### src/rtl/dma_chan_pkg.sv
package dma_chan_pkg;
  typedef enum logic [1:0] {
    ST_IDLE  = 2'd0,
    ST_XFER  = 2'd1,
    ST_FETCH = 2'd2
  } dma_state_e;

  // control block word order in memory, relative to the link pointer
  localparam logic [1:0] FLD_ADDR = 2'd0;
  localparam logic [1:0] FLD_MOD  = 2'd1;
  localparam logic [1:0] FLD_CNT  = 2'd2;
  localparam logic [1:0] FLD_NEXT = 2'd3;
endpackage

### src/rtl/dma_req_sync.sv
module dma_req_sync #(
  parameter int CRW = 4
) (
  input  logic clk_i,
  input  logic rst_ni,
  input  logic req_i,
  input  logic arm_i,
  input  logic take_i,
  output logic avail_o
);
  localparam logic [CRW-1:0] CRED_MAX = {CRW{1'b1}};

  logic [2:0]     sync_q;
  logic [CRW-1:0] cred_q;
  logic           rise, inc;

  always_ff @(posedge clk_i or negedge rst_ni) begin
    if (!rst_ni) sync_q <= '0;
    else         sync_q <= {sync_q[1:0], req_i};
  end

  assign rise    = sync_q[1] & ~sync_q[2];
  assign inc     = rise && (cred_q != CRED_MAX);
  assign avail_o = (cred_q != '0);

  always_ff @(posedge clk_i or negedge rst_ni) begin
    if (!rst_ni)      cred_q <= '0;
    else if (!arm_i)  cred_q <= '0;
    else if (inc && !take_i) cred_q <= cred_q + 1'b1;
    else if (!inc && take_i) cred_q <= cred_q - 1'b1;
  end

  assert_no_underflow_R9: assert property (@(posedge clk_i) disable iff (!rst_ni)
    take_i |-> cred_q != '0);
endmodule

### src/rtl/dma_addr_cnt.sv
module dma_addr_cnt #(
  parameter int AW = 32
) (
  input  logic          clk_i,
  input  logic          rst_ni,
  input  logic          load_i,
  input  logic [AW-1:0] ld_addr_i,
  input  logic [AW-1:0] ld_mod_i,
  input  logic [AW-1:0] ld_cnt_i,
  input  logic [AW-1:0] ld_next_i,
  input  logic          fwr_i,
  input  logic [1:0]    fsel_i,
  input  logic [AW-1:0] fdata_i,
  input  logic          step_i,
  output logic [AW-1:0] addr_o,
  output logic [AW-1:0] next_o,
  output logic          cnt_zero_o
);
  import dma_chan_pkg::*;

  logic [AW-1:0] addr_q, mod_q, cnt_q, next_q;

  always_ff @(posedge clk_i or negedge rst_ni) begin
    if (!rst_ni) begin
      addr_q <= '0; mod_q <= '0; cnt_q <= '0; next_q <= '0;
    end else if (load_i) begin
      addr_q <= ld_addr_i; mod_q <= ld_mod_i;
      cnt_q  <= ld_cnt_i;  next_q <= ld_next_i;
    end else if (fwr_i) begin
      case (fsel_i)
        FLD_ADDR: addr_q <= fdata_i;
        FLD_MOD:  mod_q  <= fdata_i;
        FLD_CNT:  cnt_q  <= fdata_i;
        default:  next_q <= fdata_i;
      endcase
    end else if (step_i) begin
      addr_q <= addr_q + mod_q;  // two's complement stride
      cnt_q  <= cnt_q - 1'b1;
    end
  end

  assign addr_o     = addr_q;
  assign next_o     = next_q;
  assign cnt_zero_o = (cnt_q == '0);

  assert_no_step_past_end_R3: assert property (@(posedge clk_i) disable iff (!rst_ni)
    step_i |-> !cnt_zero_o);
  assert_addr_hold_R3: assert property (@(posedge clk_i) disable iff (!rst_ni)
    (!step_i && !load_i && !fwr_i) |=> $stable(addr_o));
endmodule

### src/rtl/dma_irq_gen.sv
module dma_irq_gen (
  input  logic clk_i,
  input  logic rst_ni,
  input  logic blk_end_i,
  input  logic last_i,
  input  logic every_i,
  output logic irq_o
);
  logic irq_q;

  always_ff @(posedge clk_i or negedge rst_ni) begin
    if (!rst_ni) irq_q <= 1'b0;
    else         irq_q <= blk_end_i && (every_i || last_i);
  end

  assign irq_o = irq_q;

  assert_irq_single_R6: assert property (@(posedge clk_i) disable iff (!rst_ni)
    irq_o |=> !irq_o);
endmodule

### src/rtl/dma_chain_ctrl.sv
module dma_chain_ctrl #(
  parameter int AW  = 32,
  parameter int CRW = 4
) (
  input  logic          clk_i,
  input  logic          rst_ni,
  input  logic          cb_wr_i,
  input  logic [AW-1:0] cb_addr_i,
  input  logic [AW-1:0] cb_mod_i,
  input  logic [AW-1:0] cb_cnt_i,
  input  logic [AW-1:0] cb_next_i,
  input  logic          cb_paced_i,
  input  logic          cb_irq_every_i,
  output logic          active_o,
  output logic          xfer_valid_o,
  output logic [AW-1:0] xfer_addr_o,
  input  logic          xfer_ready_i,
  input  logic          dma_req_i,
  output logic          dma_gnt_o,
  output logic          desc_rd_o,
  output logic [AW-1:0] desc_addr_o,
  input  logic          desc_ack_i,
  input  logic [AW-1:0] desc_data_i,
  output logic          irq_o
);
  import dma_chan_pkg::*;

  dma_state_e    state_q;
  logic          paced_q, every_q;
  logic [1:0]    fidx_q;
  logic          load, cnt_zero, blk_end, chain_last, avail, step, fwr;
  logic [AW-1:0] next_ptr;

  assign load       = cb_wr_i && (state_q == ST_IDLE);
  assign blk_end    = (state_q == ST_XFER) && cnt_zero;
  assign chain_last = (next_ptr == '0);
  assign xfer_valid_o = (state_q == ST_XFER) && !cnt_zero && (!paced_q || avail);
  assign step       = xfer_valid_o && xfer_ready_i;
  assign dma_gnt_o  = paced_q && xfer_valid_o;
  assign desc_rd_o  = (state_q == ST_FETCH);
  assign desc_addr_o = next_ptr + AW'(fidx_q);
  assign fwr        = desc_rd_o && desc_ack_i;
  assign active_o   = (state_q != ST_IDLE);

  always_ff @(posedge clk_i or negedge rst_ni) begin
    if (!rst_ni) begin
      state_q <= ST_IDLE;
      paced_q <= 1'b0;
      every_q <= 1'b0;
      fidx_q  <= '0;
    end else begin
      case (state_q)
        ST_IDLE: if (load) begin
          state_q <= ST_XFER;
          paced_q <= cb_paced_i;
          every_q <= cb_irq_every_i;
        end
        ST_XFER: if (blk_end) begin
          fidx_q  <= '0;
          state_q <= chain_last ? ST_IDLE : ST_FETCH;
        end
        ST_FETCH: if (fwr) begin
          fidx_q <= fidx_q + 1'b1;
          if (fidx_q == FLD_NEXT) state_q <= ST_XFER;
        end
        default: state_q <= ST_IDLE;
      endcase
    end
  end

  dma_req_sync #(.CRW(CRW)) u_sync (
    .clk_i   (clk_i),
    .rst_ni  (rst_ni),
    .req_i   (dma_req_i),
    .arm_i   (active_o && paced_q),
    .take_i  (step && paced_q),
    .avail_o (avail)
  );

  dma_addr_cnt #(.AW(AW)) u_seq (
    .clk_i      (clk_i),
    .rst_ni     (rst_ni),
    .load_i     (load),
    .ld_addr_i  (cb_addr_i),
    .ld_mod_i   (cb_mod_i),
    .ld_cnt_i   (cb_cnt_i),
    .ld_next_i  (cb_next_i),
    .fwr_i      (fwr),
    .fsel_i     (fidx_q),
    .fdata_i    (desc_data_i),
    .step_i     (step),
    .addr_o     (xfer_addr_o),
    .next_o     (next_ptr),
    .cnt_zero_o (cnt_zero)
  );

  dma_irq_gen u_irq (
    .clk_i     (clk_i),
    .rst_ni    (rst_ni),
    .blk_end_i (blk_end),
    .last_i    (chain_last),
    .every_i   (every_q),
    .irq_o     (irq_o)
  );

  assert_idle_quiet_R1: assert property (@(posedge clk_i) disable iff (!rst_ni)
    !active_o |-> (!xfer_valid_o && !dma_gnt_o && !desc_rd_o));
  assert_ignore_load_R5: assert property (@(posedge clk_i) disable iff (!rst_ni)
    (cb_wr_i && state_q == ST_XFER) |=> next_ptr == $past(next_ptr));
  assert_gnt_paced_R10: assert property (@(posedge clk_i) disable iff (!rst_ni)
    dma_gnt_o |-> paced_q);
  assert_chain_end_R8: assert property (@(posedge clk_i) disable iff (!rst_ni)
    (blk_end && chain_last) |=> !active_o);
endmodule

### config.mk
export PLATFORM = sky130hd
export DESIGN_NAME = dma_chain_ctrl
export DESIGN_NICKNAME = d
export VERILOG_FILES = /design/src/rtl/dma_chan_pkg.sv /design/src/rtl/dma_req_sync.sv /design/src/rtl/dma_addr_cnt.sv /design/src/rtl/dma_irq_gen.sv /design/src/rtl/dma_chain_ctrl.sv
export SDC_FILE = /design/constraint.sdc
export NUM_CORES = 1
export LEC_CHECK = 0
export ABC_AREA = 1
export BUFFER_PORTS_ARGS = -buffer_cell sky130_fd_sc_hd__buf_4
export CORE_MARGIN = 1.5
export CORE_UTILIZATION = 25
export CTS_CLUSTER_SIZE = 40
export DETAILED_ROUTE_END_ITERATION = 12
export GPL_TIMING_DRIVEN = 0
export SLEW_MARGIN = 10
export SYNTH_ARGS = -nofsm -noshare
export SYNTH_HDL_FRONTEND = slang
export SYNTH_SLANG_ARGS = --single-unit
### constraint.sdc
create_clock -name clk_i -period 6.5 [get_ports clk_i]
set_clock_uncertainty 0.15 [all_clocks]
set_input_delay 0.65 -clock clk_i [delete_from_list [all_inputs] [get_ports clk_i]]
set_output_delay 0.65 -clock clk_i [all_outputs]
set_load 0.05 [all_outputs]
==> run metrics, run 1 <==
status finished, final reports clean; P&R area growth vs syn 27.7%; crit end category output pin; register area share after synthesis 0.317; Synth Flop Type dfrtp_1; PostCTS Resize Cnt 0; fmax 258 MHz; worst slew pin tran 857 ps; Initial DRC Count 959; Clk Latency, worst-skew pair 440 ps; Mapped Cells 1,789; die width 215 um; global-route wire length before repair 75,700 um; hpwl dp 41,900 um; ys async rst share 1.00; H-Tree Depth 4; Num CTS Buffers 17; Antenna Nets Post-Route 0; final hold viol count 0; CTS tree built; Seq cells post-synth 142; clk sinks 142; NumNets Final 2,260; Static Leak 7.63 nW; # DRC 0; highest net fanout along the worst path 5; final setup violation count 0; initial antenna violation count 0; final core occ 0.324; Post-synth top cells nand2_1, nor2_1, inv_1, dfrtp_1, nand3_1; row cnt 77; Yosys top cell area share 0.317; drt wl/cell 19.0 um; total negative slack 0 ps; Startpoint Class register; number of global-route vias before repair 12,482; post-CTS setup buffers 0; WP data required 5700 ps; headroom to the max-slew limit 0.429; HP Class in2reg; Overflow after GRT 0; cell taking the most area after synthesis dfrtp_1; synth warn 0; Ports 237; Post-Syn Nets 2,003; number of flops mapped to enable cells by yosys 0; total number of vias 12,596; Final period util 0.596; initial core utilization 0.253; count of different cell masters after synthesis 40; root buffer cell clkbuf_16; synthesized area 11,200 um^2; clock slew at reported path FFs 60 ps; max capacitance violation total 0; Vias/cell 4.76; crit path kind reg2out; total global-route track usage 0.218; die area 46,100 um^2; final WL 50,300 um; largest net degree at the start of global routing 97; pwr dens 609 nW/um^2; ant diodes 0; synth top area cells dfrtp_1, nand2_1, nor2_1; register area 3550 um^2; fin crit period 3870 ps; I/O Buffers 236; clk buf depth 2; RSZ-0062 raised after global routing no; Multi-input gate area 6580 um^2; fill cell count 4,912; share of layout cells above drive strength 1 0.164; count leader, synth nand2_1; worst vdd ir 233 uV; synthesized area per cell 6.27 um^2; Worst EP arrival 3070 ps; Core Area 44,200 um^2; 1st-pass router iterations 5; GP Congestion 0.939; Chip Height 215 um; max-slew violation total from the final report 0; Hold Buf Count CTS 1
[path summary, 6_finish.rpt]
check,to,from,slack [ps],depth (start not counted)
max,desc_addr_o[30],fidx_q[0],2630,13
min,u_sync.sync_q[0],dma_req_i,180,1
max reg2reg,u_sync.cred_q[3],u_seq.cnt_q[24],3150,16
min reg2reg,u_sync.sync_q[1],u_sync.sync_q[0],200,0
max in group asynchronous,u_seq.addr_o[11],rst_ni,4770,3
min in group asynchronous,u_seq.next_o[25],rst_ni,550,2
[cells by family after synthesis]
logic type | Yosys count | share of synthesized area
adders and majority gates | 46 | 0.0534
buffers and inverters | 271 | 0.0964
xor gates and xnor gates | 51 | 0.0398
DFF | 142 | 0.317
AOI/OAI and AO/OA | 164 | 0.0862
and+or+nand+nor | 1115 | 0.407
[power by group]
part,switching (W),internal [W]
sequential,0.000497,0.00131
combinational,0.00403,0.00193
clock,0.000407,0.000541
[metal layers]
metal  wire length (um)  up-vias  global-route usage
li1                   -     6128                   -
met1              22700     5973               0.291
met2              23300      449               0.364
met3               3370       46              0.0377
met4                997        0              0.0535
met5                  0        -                   0
[placed cells by master, fill, tap and decap left out, types with 5 or more instances in the layout]
master | Yosys | final
o21ai_0 | 31 | 31
a21oi_1 | 31 | 31
o21ai_1 | 15 | 15
ha_1 | 43 | 43
clkbuf_1 | 18 | 19
nand3_1 | 88 | 88
or2_2 | 13 | 13
nand2_1 | 694 | 694
xnor2_1 | 16 | 16
a31oi_1 | 55 | 55
buf_6 | 5 | 5
nand3b_1 | 6 | 6
o211ai_1 | 19 | 19
buf_4 | 1 | 236
nor4_1 | 11 | 11
nand4_1 | 17 | 17
nor2_2 | 10 | 10
o21bai_1 | 6 | 6
inv_2 | 9 | 9
nor2_1 | 245 | 245
buf_2 | 18 | 18
nor3_1 | 11 | 11
nand2_2 | 5 | 5
inv_1 | 210 | 210
buf_1 | 10 | 10
clkbuf_16 | 0 | 17
xor2_1 | 35 | 35
dfrtp_1 | 142 | 142
[critical path: stages (launching register included)]
cell      delay (ps)
dfrtp_1          480
ha_1             210
inv_1             50
fa_1             430
nor2_2           190
nand3_2          130
nor2_4           160
nand3b_4         110
inv_2             90
nand2_2           70
nor3_2           210
nand2_1          100
xor2_1           180
buf_4            230
[metrics by stage]
| stage | setup slack, ps | cell area [um^2] | hold slack, ps | std cells | power (W) |
|---|---|---|---|---|---|
| 2_1_floorplan | 3050 | 11200 | 181 | 1789 | 0.00586 |
| 3_3_place_gp | 3100 | 13700 | 190 | 2617 | 0.00765 |
| 3_5_place_dp | 3050 | 13800 | 188 | 2618 | 0.00772 |
| 4_1_cts | 2570 | 14300 | 162 | 2649 | 0.00871 |
| 5_1_grt | 2340 | 14300 | 168 | 2649 | 0.00950 |
| 6_report | 2630 | 14300 | 176 | 2649 | 0.00871 |
[cell type report]
class                      instances  share of cell area
inverter                         219              0.0574
multi-input combinational       1376               0.459
sequential                       142               0.248
clock inverter                    10             0.00629
clock buffer                      20              0.0319
buffer                            52              0.0181
timing repair buffer             238               0.127
tap                              592              0.0517
[registers in the layout, summed over array words and instances (netlist names)]
register       count
u_seq.addr_o      32
u_seq.cnt_q       32
u_seq.mod_q       32
u_seq.next_o      32
u_sync.cred_q      4
u_sync.sync_q      3
fidx_q             2
state_q            2
every_q            1
paced_q            1
u_irq.irq_o        1
(Power assumes the default switching activity.)
==> run 2: changes to the inputs <==
==> constraint.sdc (replaced) <==
create_clock -name clk_i -period 3.7 [get_ports clk_i]
set_clock_uncertainty 0.15 [all_clocks]
set_input_delay 0.37 -clock clk_i [delete_from_list [all_inputs] [get_ports clk_i]]
set_output_delay 0.37 -clock clk_i [all_outputs]
set_load 0.05 [all_outputs]
==> run metrics, run 2 (same netlist as run 1, synthesis figures left out) <==
Ports 237 (unchanged); commonest cells after routing, fill and taps aside nand2_1, nor2_1, buf_4, inv_1, dfrtp_1; Static Leak 7.66 nW (+0.33%); final hold viol count 0 (unchanged); R2R cell count 16 (unchanged); pwr dens 1070 nW/um^2 (+75%); H-Tree Depth 4 (unchanged); fmax 290 MHz; Power Total 0.0153 W (+76%); Antenna Nets Post-Route 0 (unchanged); total number of vias 12,616 (+0.16%); initial antenna violation count 0 (unchanged); Hold Path End u_seq.next_o[25]; max capacitance violation total 0 (unchanged); final WL 50,300 um (about the same); CTS tree built; I/O Buffers 236 (unchanged); status finished, final reports clean; initial core utilization 0.253 (unchanged); Critical Path Max Stage Delay 510 ps (+30 ps); highest net fanout along the worst path 5 (unchanged); Clk Latency, worst-skew pair 440 ps (about the same); clk buf depth 2 (unchanged); WP data required 3180 ps (-2520 ps); headroom to the max-slew limit 0.418 (-0.0109); Vias/cell 4.75 (about the same); 1st-pass router iterations 5 (unchanged); Post-Place Setup Slack 397 ps (-2660 ps); RSZ-0062 raised after global routing no; RR Endpoint u_sync.cred_q[3]; NumNets Final 2,265 (+0.22%); Core Area 44,200 um^2 (unchanged); total global-route track usage 0.218 (about the same); # DRC 0 (unchanged); Final period util 0.933; largest net degree at the start of global routing 97 (unchanged); flop-to-flop setup slack 360 ps (-2790 ps); share of layout cells above drive strength 1 0.166 (+0.00203); Setup WS post-layout 249 ps (-2380 ps); Startpoint Class register; worst-path cell chain clkinvlp_4 > fa_1 > nor2_4 > nand3_2 > nor2_4 > nand3b_4 > inv_2 > nand2_2 > nor3_4 > nand2_1 > xor2_1 > buf_4; worst vdd ir 409 uV (+75%); crit path kind reg2out; worst path bufs/invs 3 (unchanged); row cnt 77 (unchanged); final setup violation count 0 (unchanged); worst hold stages 3 (+2); Num CTS Buffers 17 (unchanged); final core occ 0.325 (+0.00141); drt wl/cell 19.0 um (-0.19%); Initial DRC Count 970 (+1.1%); fill cell count 4,913 (+0.020%); hold path startpoint cb_next_i[25]; hold_ws 26.2 ps (-149 ps); GP Congestion 0.939 (unchanged); number of global-route vias before repair 12,483 (+0.0080%); ant diodes 0 (unchanged); Overflow after GRT 0 (unchanged); clock slew at reported path FFs 60 ps (about the same); Worst EP arrival 2930 ps (-140 ps); P&R area growth vs syn 28.3%; HP Class in2reg; fin crit period 3450 ps; Crit-path slowest cell fa_1; delay-heaviest family, CP simple AND/OR/NAND/NOR gates; worst slew pin tran 873 ps (+16.3 ps); commonest non-fill, non-tap cell in the layout nand2_1; global-route wire length before repair 75,700 um (about the same); Chip Height 215 um (unchanged); clk sinks 142 (unchanged); root buffer cell clkbuf_16; hpwl dp 41,900 um (unchanged); reg2reg start u_seq.cnt_q[27]; total negative slack 0 ps (unchanged); die width 215 um (unchanged); die area 46,100 um^2 (unchanged); crit end category output pin; Most Frequent Cell on Critical Path nor2_4; max-slew violation total from the final report 0 (unchanged)
run 2: metrics by stage:
stage                     cell area, um^2  instances
final                               14400       2654
after global routing                14400       2654
after CTS                           14300       2652
after detailed placement            13800       2618
after global placement              13700       2617
after floorplan                     11200       1789
run 2: how the worst max path moves through the flow:
stage,start,endpoint,slack (ps),depth (start not counted)
5_1_grt,fidx_q[1],desc_addr_o[30],20,12
2_1_floorplan,fidx_q[0],desc_addr_o[30],530,12
3_3_place_gp,u_seq.cnt_q[25],u_sync.cred_q[3],400,16
4_1_cts,fidx_q[1],desc_addr_o[30],50,12
3_5_place_dp,u_seq.cnt_q[25],u_sync.cred_q[3],400,16
6_report,fidx_q[1],desc_addr_o[30],250,12
run 2: layer usage:
metal | up-vias | share of wire | track usage
li1 | 6135 | - | -
met1 | 5943 | 0.45 | 0.291
met2 | 491 | 0.46 | 0.364
met3 | 47 | 0.069 | 0.0377
met4 | 0 | 0.021 | 0.0535
met5 | - | 0 | 0
run 2: final cells by class:
class | instances | area, um^2 | share of cell area
clock inverters | 10 | 90.1 | 0.00627
multi-input cells | 1376 | 6590 | 0.458
flip-flops and latches | 142 | 3560 | 0.247
plain buffers | 52 | 259 | 0.0180
inverters | 219 | 826 | 0.0574
repair buffers | 243 | 1860 | 0.130
well taps | 592 | 741 | 0.0515
clock buffers | 20 | 457 | 0.0318
run 2: where the power goes:
| group | internal, W | total (W) | switching (W) |
|---|---|---|---|
| sequential | 0.00231 | 0.00318 | 0.000868 |
| clock | 0.000950 | 0.00166 | 0.000711 |
| combinational | 0.00340 | 0.0105 | 0.00708 |
run 2: timing repair:
| item | 4_1_cts | 5_1_grt |
|---|---|---|
| resized for setup | 0 | 5 |
| hold buffers | 4 | 0 |
| buffers inserted | 0 | 2 |
| hold endpoints to repair | 49 | 0 |
| setup endpoints to repair | 0 | 3 |
run 2: tightest hold or removal path: cells and delay by family:
family                 cells  cell delay, ps
buffers and inverters      1              80
AO/OA/AOI/OAI              1              70
AND/OR/NAND/NOR            1              40
==> run 3: changes to the inputs <==
--- a/config.mk
+++ b/config.mk
@@ -12,6 +12,8 @@
 export CTS_CLUSTER_SIZE = 40
 export DETAILED_ROUTE_END_ITERATION = 12
 export GPL_TIMING_DRIVEN = 0
+export REMOVE_ABC_BUFFERS = 1
+export SKIP_CTS_REPAIR_TIMING = 1
 export SLEW_MARGIN = 10
 export SYNTH_ARGS = -nofsm -noshare
 export SYNTH_HDL_FRONTEND = slang
==> run metrics, run 3 (same netlist as run 1, synthesis figures left out) <==
Core Area 44,200 um^2 (unchanged); RSZ-0062 raised after global routing no; CTS tree built; share of layout cells above drive strength 1 0.159 (-0.00639); reg2reg start state_q[0]; Crit-path slowest cell fa_1; delay-heaviest family, CP simple AND/OR/NAND/NOR gates; WP data required 3180 ps (about the same); H-Tree Depth 4 (unchanged); crit path kind reg2out; Antenna Nets Post-Route 0 (unchanged); commonest non-fill, non-tap cell in the layout nand2_1; worst vdd ir 390 uV (-4.7%); R2R cell count 12 (-4); fill cell count 4,952 (+0.79%); pwr dens 1040 nW/um^2 (-2.0%); flop-to-flop setup slack 360 ps (about the same); Ports 237 (unchanged); Worst EP arrival 2970 ps (+40 ps); I/O Buffers 236 (unchanged); total number of vias 11,870 (-5.9%); hold path startpoint cb_next_i[31]; number of global-route vias before repair 11,549 (-7.5%); Clk Latency, worst-skew pair 440 ps (about the same); Startpoint Class register; NumNets Final 2,214 (-2.3%); global-route wire length before repair 67,400 um (-11%); fin crit period 3490 ps (+37.8 ps); root buffer cell clkbuf_16; 1st-pass router iterations 5 (unchanged); initial antenna violation count 0 (unchanged); Num CTS Buffers 17 (unchanged); commonest cells after routing, fill and taps aside nand2_1, nor2_1, buf_4, inv_1, dfrtp_1; total global-route track usage 0.191 (-0.0265); Power Total 0.0148 W (-3.2%); clk buf depth 2 (unchanged); clk sinks 142 (unchanged); Vias/cell 4.56 (-4.1%); Hold Path End u_seq.next_o[31]; total negative slack 0 ps (unchanged); initial core utilization 0.253 (unchanged); placed cell areas 13,600 um^2 (-1.4%); RR Endpoint u_seq.cnt_q[1]; max-slew violation total from the final report 0 (unchanged); Static Leak 7.54 nW (-1.5%); row cnt 77 (unchanged); final core occ 0.321 (-0.00399); Placed Instances 2,568 (-1.9%); worst hold stages 3 (unchanged); highest net fanout along the worst path 5 (unchanged); worst-path cell chain inv_1 > fa_1 > nor2_2 > nand3_2 > nor2_4 > nand3b_4 > inv_2 > nand2_2 > nor3_2 > nand2_1 > xor2_1 > buf_4; P&R area growth vs syn 26.7%; ant diodes 0 (unchanged); clock slew at reported path FFs 70 ps (about the same); Post-Layout Inst Area 14,200 um^2 (-1.2%); Chip Height 215 um (unchanged); headroom to the max-slew limit 0.424 (+0.00628); final hold viol count 0 (unchanged); Layout Cells excl Fill 2,605 (-1.8%); die area 46,100 um^2 (unchanged); max capacitance violation total 0 (unchanged); # DRC 0 (unchanged); drt wl/cell 16.9 um (-11%); final WL 44,000 um (-13%); GP Congestion 0.896 (-4.6%); hpwl dp 35,100 um (-16%); Final period util 0.943 (+0.0102); Critical Path Max Stage Delay 500 ps (about the same); final setup violation count 0 (unchanged); worst path bufs/invs 3 (unchanged); status finished, final reports clean; fmax 287 MHz (-1.1%); largest net degree at the start of global routing 119 (+23%); die width 215 um (unchanged); worst slew pin tran 864 ps (-9.42 ps); Overflow after GRT 0 (unchanged); crit end category output pin; Initial DRC Count 716 (-26%); HP Class in2reg
[run 3: changes by cell type in the layout (fill, tap and decap cells not counted), moves of 3 or more]
cell      delta
inv_2        -3
buf_4        -3
clkbuf_1    -18
buf_2       -18
buf_1       -10
buf_6        -5
[run 3: report_power, final]
group	switching [W]	internal [W]
Sequential	0.000796	0.00231
Combinational	0.00677	0.00328
Clock	0.000745	0.000943
[run 3: through the flow]
| stage | hold WS, ps | worst slack [ps] |
|---|---|---|
| floorplan | -75.6 | 133 |
| global placement | 186 | -2270 |
| detailed placement | 186 | -1020 |
| CTS | -262 | -1050 |
| global route | 1.85 | 15.4 |
| finish | 15.5 | 211 |
[run 3: area by class of cell]
class	count	area, um^2	area share
Tap cell	592	741	0.0522
Timing Repair Buffer	244	1910	0.135
Clock inverter	13	116	0.00819
Inverter	219	828	0.0583
Clock buffer	19	443	0.0312
Sequential cell	142	3560	0.250
Multi-Input combinational cell	1376	6600	0.465
[run 3: worst max-delay path by stage]
stage / slack [ps] / cells after the start / to / start
4_1_cts: -1050 / 11 / u_seq.addr_o[1] / state_q[0]
3_5_place_dp: -1020 / 11 / u_seq.addr_o[1] / state_q[0]
2_1_floorplan: 130 / 7 / u_seq.next_o[13] / state_q[1]
5_1_grt: 20 / 12 / desc_addr_o[30] / fidx_q[1]
6_report: 210 / 12 / desc_addr_o[30] / fidx_q[1]
3_3_place_gp: -2270 / 7 / u_seq.next_o[23] / cb_wr_i
[run 3: routing by layer]
| layer | share of wire | track usage |
|---|---|---|
| met1 | 0.48 | 0.257 |
| met2 | 0.46 | 0.311 |
| met3 | 0.043 | 0.0338 |
| met4 | 0.022 | 0.0592 |
| met5 | 0 | 0 |
[run 3: tightest hold or removal path: stages]
cell      delay, ps
buf_4            80
nand2_1          40
o211ai_1         70
